==> src/rtl/hzd_pkg.sv <==
package hzd_pkg;
   // Control pair for one pipeline register
   typedef struct packed {
      logic we;
      logic clr;
   } stage_ctl_t;

   localparam stage_ctl_t STAGE_RUN    = '{we: 1'b1, clr: 1'b0};
   localparam stage_ctl_t STAGE_HOLD   = '{we: 1'b0, clr: 1'b0};
   localparam stage_ctl_t STAGE_BUBBLE = '{we: 1'b1, clr: 1'b1};
endpackage

==> src/rtl/hzd_src_match.sv <==
module hzd_src_match #(
   parameter int REG_AW = 5,
   parameter int NPROD  = 2
) (
   input  logic [REG_AW-1:0]       src,
   input  logic                    src_used,
   input  logic [NPROD-1:0]        prod_wr,
   input  logic [NPROD*REG_AW-1:0] prod_dst,
   output logic                    hit
);
   logic [NPROD-1:0] per_prod;

   for (genvar p = 0; p < NPROD; p++) begin : g_prod
      assign per_prod[p] = prod_wr[p] &&
                           (prod_dst[p*REG_AW +: REG_AW] == src);
   end

   // register 0 is hardwired and never a real dependence
   assign hit = src_used && (src != '0) && (|per_prod);
endmodule

==> src/rtl/hzd_seq.sv <==
module hzd_seq
   import hzd_pkg::*;
(
   input  logic       rst_n,
   input  logic       raw,
   input  logic       port_busy,
   input  logic       taken,
   output logic       pc_we,
   output stage_ctl_t ifid,
   output stage_ctl_t idex,
   output stage_ctl_t exmem,
   output stage_ctl_t memwb,
   output logic       stall_evt,
   output logic       flush_evt
);
   always_comb begin
      pc_we = 1'b1;
      ifid  = STAGE_RUN;
      idex  = STAGE_RUN;
      exmem = STAGE_RUN;
      memwb = STAGE_RUN;
      if (!rst_n) begin
         ifid  = STAGE_BUBBLE;
         idex  = STAGE_BUBBLE;
         exmem = STAGE_BUBBLE;
         memwb = STAGE_BUBBLE;
      end else if (taken) begin
         ifid = STAGE_BUBBLE;
         idex = STAGE_BUBBLE;
      end else if (raw) begin
         pc_we = 1'b0;
         ifid  = STAGE_HOLD;
         idex  = STAGE_BUBBLE;
      end else if (port_busy) begin
         pc_we = 1'b0;
         ifid  = STAGE_BUBBLE;
      end
   end

   assign stall_evt = rst_n && !taken && (raw || port_busy);
   assign flush_evt = rst_n && taken;
endmodule

==> src/rtl/hzd_evt_cnt.sv <==
module hzd_evt_cnt #(
   parameter int W = 16
) (
   input  logic         clk,
   input  logic         rst_n,
   input  logic         inc,
   output logic [W-1:0] count
);
   always_ff @(posedge clk) begin
      if (!rst_n)   count <= '0;
      else if (inc) count <= count + 1'b1;
   end
endmodule

==> src/rtl/hzd_ctrl.sv <==
module hzd_ctrl
   import hzd_pkg::*;
#(
   parameter int REG_AW = 5,
   parameter int CNT_W  = 16
) (
   input  logic              clk,
   input  logic              rst_n,
   input  logic [REG_AW-1:0] id_src_a,
   input  logic              id_src_a_used,
   input  logic [REG_AW-1:0] id_src_b,
   input  logic              id_src_b_used,
   input  logic              ex_wr_en,
   input  logic [REG_AW-1:0] ex_wr_dst,
   input  logic              mem_wr_en,
   input  logic [REG_AW-1:0] mem_wr_dst,
   input  logic              mem_is_access,
   input  logic              ex_taken,
   output logic              pc_we,
   output logic              ifid_we,
   output logic              ifid_clr,
   output logic              idex_we,
   output logic              idex_clr,
   output logic              exmem_we,
   output logic              exmem_clr,
   output logic              memwb_we,
   output logic              memwb_clr,
   output logic              port_to_data,
   output logic [CNT_W-1:0]  stall_cnt,
   output logic [CNT_W-1:0]  flush_cnt
);
   localparam int NSRC  = 2;
   localparam int NPROD = 2;

   if (REG_AW < 1 || CNT_W < 2) begin : g_bad_param
      $error("hzd_ctrl: REG_AW must be >= 1 and CNT_W >= 2");
   end

   logic [NSRC*REG_AW-1:0]  srcs;
   logic [NSRC-1:0]         src_used;
   logic [NSRC-1:0]         src_hit;
   logic [NPROD-1:0]        prod_wr;
   logic [NPROD*REG_AW-1:0] prod_dst;

   assign srcs     = {id_src_b, id_src_a};
   assign src_used = {id_src_b_used, id_src_a_used};
   // older producers: index 0 = execute, 1 = memory access
   assign prod_wr  = {mem_wr_en, ex_wr_en};
   assign prod_dst = {mem_wr_dst, ex_wr_dst};

   for (genvar s = 0; s < NSRC; s++) begin : g_src
      hzd_src_match #(.REG_AW(REG_AW), .NPROD(NPROD)) u_match (
         .src      (srcs[s*REG_AW +: REG_AW]),
         .src_used (src_used[s]),
         .prod_wr  (prod_wr),
         .prod_dst (prod_dst),
         .hit      (src_hit[s])
      );
   end

   stage_ctl_t ifid_c, idex_c, exmem_c, memwb_c;
   logic       stall_evt, flush_evt;

   hzd_seq u_seq (
      .rst_n     (rst_n),
      .raw       (|src_hit),
      .port_busy (mem_is_access),
      .taken     (ex_taken),
      .pc_we     (pc_we),
      .ifid      (ifid_c),
      .idex      (idex_c),
      .exmem     (exmem_c),
      .memwb     (memwb_c),
      .stall_evt (stall_evt),
      .flush_evt (flush_evt)
   );

   assign ifid_we   = ifid_c.we;
   assign ifid_clr  = ifid_c.clr;
   assign idex_we   = idex_c.we;
   assign idex_clr  = idex_c.clr;
   assign exmem_we  = exmem_c.we;
   assign exmem_clr = exmem_c.clr;
   assign memwb_we  = memwb_c.we;
   assign memwb_clr = memwb_c.clr;

   // the memory-stage access always wins the shared port
   assign port_to_data = mem_is_access;

   hzd_evt_cnt #(.W(CNT_W)) u_stall_cnt (
      .clk(clk), .rst_n(rst_n), .inc(stall_evt), .count(stall_cnt)
   );
   hzd_evt_cnt #(.W(CNT_W)) u_flush_cnt (
      .clk(clk), .rst_n(rst_n), .inc(flush_evt), .count(flush_cnt)
   );
endmodule

==> config.mk <==
export PLATFORM = sky130hd
export DESIGN_NAME = hzd_ctrl
export DESIGN_NICKNAME = d
export VERILOG_FILES = /design/src/rtl/hzd_pkg.sv /design/src/rtl/hzd_src_match.sv /design/src/rtl/hzd_seq.sv /design/src/rtl/hzd_evt_cnt.sv /design/src/rtl/hzd_ctrl.sv
export SDC_FILE = /design/constraint.sdc
export NUM_CORES = 1
export LEC_CHECK = 0
export ABC_AREA = 1
export BUFFER_PORTS_ARGS = -buffer_cell sky130_fd_sc_hd__buf_2
export CORE_UTILIZATION = 50
export DETAILED_ROUTE_END_ITERATION = 10
export GPL_ROUTABILITY_DRIVEN = 0
export PLACE_DENSITY = 0.75
export RECOVER_POWER = 25
export SKIP_LAST_GASP = 1
export SLEW_MARGIN = 10
export SYNTH_ARGS = -nofsm -noshare
export SYNTH_HDL_FRONTEND = slang
export SYNTH_SLANG_ARGS = --single-unit
==> constraint.sdc <==
create_clock -name clk -period 1.53 [get_ports clk]
set_input_delay 0.2295 -clock clk [delete_from_list [all_inputs] [get_ports clk]]
set_output_delay 0.2295 -clock clk [all_outputs]
set_load 0.01 [all_outputs]
==> results.yml <==
critical_path:
  critPathLaunch: "u_flush_cnt.count[1]$_SDFFE_PN0P_"
  reg2reg_depth: 9
  cp_max_fo: 4
  r2r_start: "u_flush_cnt.count[1]$_SDFFE_PN0P_"
  path_buf_inv: 0
  rr_endpoint: "u_flush_cnt.count[12]$_SDFFE_PN0P_"
  cp_cell_sequence: "ha_4 -> nand2_4 -> nor2_4 -> nand2_2 -> nor3_2 -> nand4_1 -> nor2_1 -> nor2_1 -> nor2_1"
  worstSetupPathType: "flop to flop"
  crit_top_cell: "nor2_1"
  cp-start-kind: "flop"
  r2r_setup_slack_ns: 0.06
  max_stage_delay_ns: 0.37
  cp-end-kind: "flop"
  crit_family: "simple AND/OR/NAND/NOR gates"
  worstSetupPathDepth: 9
  critPathSlowestCell: "dfxtp_4"
  arrival_ns: 1.70
  critPathCapture: "u_flush_cnt.count[12]$_SDFFE_PN0P_"
  worstPathRequired_ns: 1.76
routing:
  routedWlPerCell_um: 11.28
  ant_nets: 0
  vias: 2477
  wirelength_um: 5685
  initialDrtViolationCount: 132
  drc_errors: 0
  vias_per_cell: 4.915
  dr.pass1.iters: 5
yosys:
  synth_top_area_share_pct: 30.40
  synth_fa_ha_area_share_pct: 1.188
  yosysWarnings: 0
  yosysTopAreaCell: "dfxtp_1"
  synth_compound_area_share_pct: 5.582
  syn_inst: 356
  synthMuxAreaShare_pct: 0
  yosys.area_share.simple_pct: 45.61
  synth_top_family_by_area: "simple AND/OR/NAND/NOR gates"
  synth_xor_xnor_area_share_pct: 5.819
  synth.area.top_cells: "dfxtp_1, nand2_1, nor2_1"
  avgSynthCellArea_um2: 5.919
  ys_seq_area_share_pct: 30.40
  synth_seq_cells: 32
  synth_area_mm2: 0.002107
  ys_types: 23
clocking:
  cts_hold_buf: 0
  cts_sinks: 32
  cts_buffers: 5
  root_buffer: "clkbuf_8"
  clockBufferDepth: 2
  clkTransAtPathRegs_ns: 0.07
  clock_latency_ns: 0.29
  h-tree-depth: 2
  cts_tree: "yes"
pwr:
  power.density_mw_per_mm2: 706.2
  finalPower_w: 0.002135
  ir_drop_uv: 361.2
  power.leakage_nw: 1.615
layout:
  drive_gt1_share_pct: 33.26
  nets: 483
  antenna_cells: 0
  area_growth_syn_to_layout_pct: 43.47
  n_fill_cell: 338
sta:
  finalSetupViolCount: 0
  setup_tns_ns: 0
  finalCriticalPeriod_ns: 1.470
  final-max-slew-violation-count: 0
  finalHoldViolCount: 0
  rsz0062_at_grt: "yes"
  fmax_ghz: 0.6801
  period_share_pct: 96.11
  skew_ns: 0.004374
  hold_ws_ns: 0.2738
grt:
  grt_pass1_vias: 2005
  gr-total-overflow: 0
  grt_pass1_wl_um: 8411
  grt_max_degree: 26
  antenna_found_initial: 0
  global_route.usage.total_pct: 24.79
run:
  cap_violations: 0
placed_design:
  place.port_buffers: 66
  hpwl_um: 4043
floorplan:
  die_w_um: 66.92
  pin_count: 70
  initial_core_util_pct: 52.30
  dieArea_mm2: 0.004478
  rows: 23
  core-area_mm2: 0.004029
  fp.dieH_um: 66.92
hold_path:
  hp-class: "input pin to flop"
outcome:
  status: "finished clean"
==> per-layer routing <==
layer	wire [µm]	part of all wire (%)	up-vias	global-route usage, %
li1	-	-	1290	-
met1	2529	44	1085	31.51
met2	2755	48	90	40.28
met3	295	5.2	12	5.137
met4	105	1.8	0	10.11
met5	0	0	-	0
==> power breakdown <==
| group | switching, W | internal, W |
|---|---|---|
| sequential | 0.0000348 | 0.000863 |
| clock | 0.000337 | 0.000482 |
| combinational | 0.000241 | 0.000178 |
| total | 0.000613 | 0.00152 |
==> how the worst min path moves through the flow <==
stage	from	endpoint	slack [ns]	cells after the start
after floorplan	ex_taken	u_flush_cnt.count[1]$_SDFFE_PN0P_	0.37	2
after global placement	u_flush_cnt.count[14]$_SDFFE_PN0P_	u_flush_cnt.count[14]$_SDFFE_PN0P_	0.45	2
after detailed placement	u_flush_cnt.count[14]$_SDFFE_PN0P_	u_flush_cnt.count[14]$_SDFFE_PN0P_	0.47	2
after CTS	ex_taken	u_flush_cnt.count[0]$_SDFFE_PN0P_	0.28	3
after global routing	ex_taken	u_flush_cnt.count[0]$_SDFFE_PN0P_	0.31	3
final	ex_taken	u_flush_cnt.count[0]$_SDFFE_PN0P_	0.27	3
==> synthesized netlist by cell type <==
library cell / number
o21a_1: 1
nand3_2: 1
nand4_2: 1
xor2_1: 9
nand2_2: 5
nand3_1: 35
nor2_1: 63
ha_1: 2
nand2_1: 104
clkbuf_1: 4
nor4_1: 1
nor2_4: 2
xnor2_1: 5
nor3_1: 9
a21oi_1: 8
o21ai_0: 14
dfxtp_1: 32
nand4_1: 3
buf_4: 5
conb_1: 1
nor2_2: 1
inv_1: 49
or2_0: 1
==> kinds of logic after synthesis <==
logic type	Yosys count
XOR/XNOR	14
flip-flops	32
other	1
AO/OA/AOI/OAI	23
AND/OR/NAND/NOR	226
buffers and inverters	58
adder cells (fa/ha/maj)	2
==> repair_timing <==
item                       CTS  global route
setup buffers                0             7
setup endpoints to repair    4            15
resized for setup            3            63
pin swaps                    0            25
gates cloned                 0             0
==> area by class of cell <==
class,count,area [µm²],area share (%)
Clock buffer,5,68.82,2.276
Clock inverter,3,42.54,1.407
Inverter,49,183.9,6.084
Multi-Input combinational cell,268,1421,47.02
Sequential cell,32,663.1,21.94
Tap cell,50,62.56,2.070
Timing Repair Buffer,97,580.6,19.21
==> registers in the layout, indices dropped and copies added (netlist names) <==
name               flops
u_flush_cnt.count     16
u_stall_cnt.count     16
==> layout by cell type (no fill, tap or decap), types with 8 or more instances in the layout <==
| cell type | instances |
|---|---|
| nand3_1 | 34 |
| nor2_1 | 59 |
| nand2_2 | 8 |
| buf_2 | 62 |
| nand2_1 | 95 |
| o21ai_0 | 10 |
| buf_4 | 31 |
| a21oi_1 | 8 |
| inv_1 | 44 |
| xor2_1 | 9 |
| dfxtp_1 | 22 |
==> worst register-to-register path, cell delays in order (launching register included) <==
cell	delay, ns
dfxtp_4	0.37
ha_4	0.15
nand2_4	0.06
nor2_4	0.12
nand2_2	0.07
nor3_2	0.17
nand4_1	0.19
nor2_1	0.15
nor2_1	0.05
nor2_1	0.09
==> per-stage QoR <==
stage	utilization, %	std cells	area [µm²]	setup WS (ns)
finish	75.03	504	3023	0.05958
CTS	68.42	497	2756	-0.02201
global route	75.03	504	3023	-0.09418
floorplan	-	358	2115	0.02102
detailed placement	65.40	489	2635	-0.06658
global placement	65.40	489	2635	-0.04079
Power figures use the tool's default switching activity.
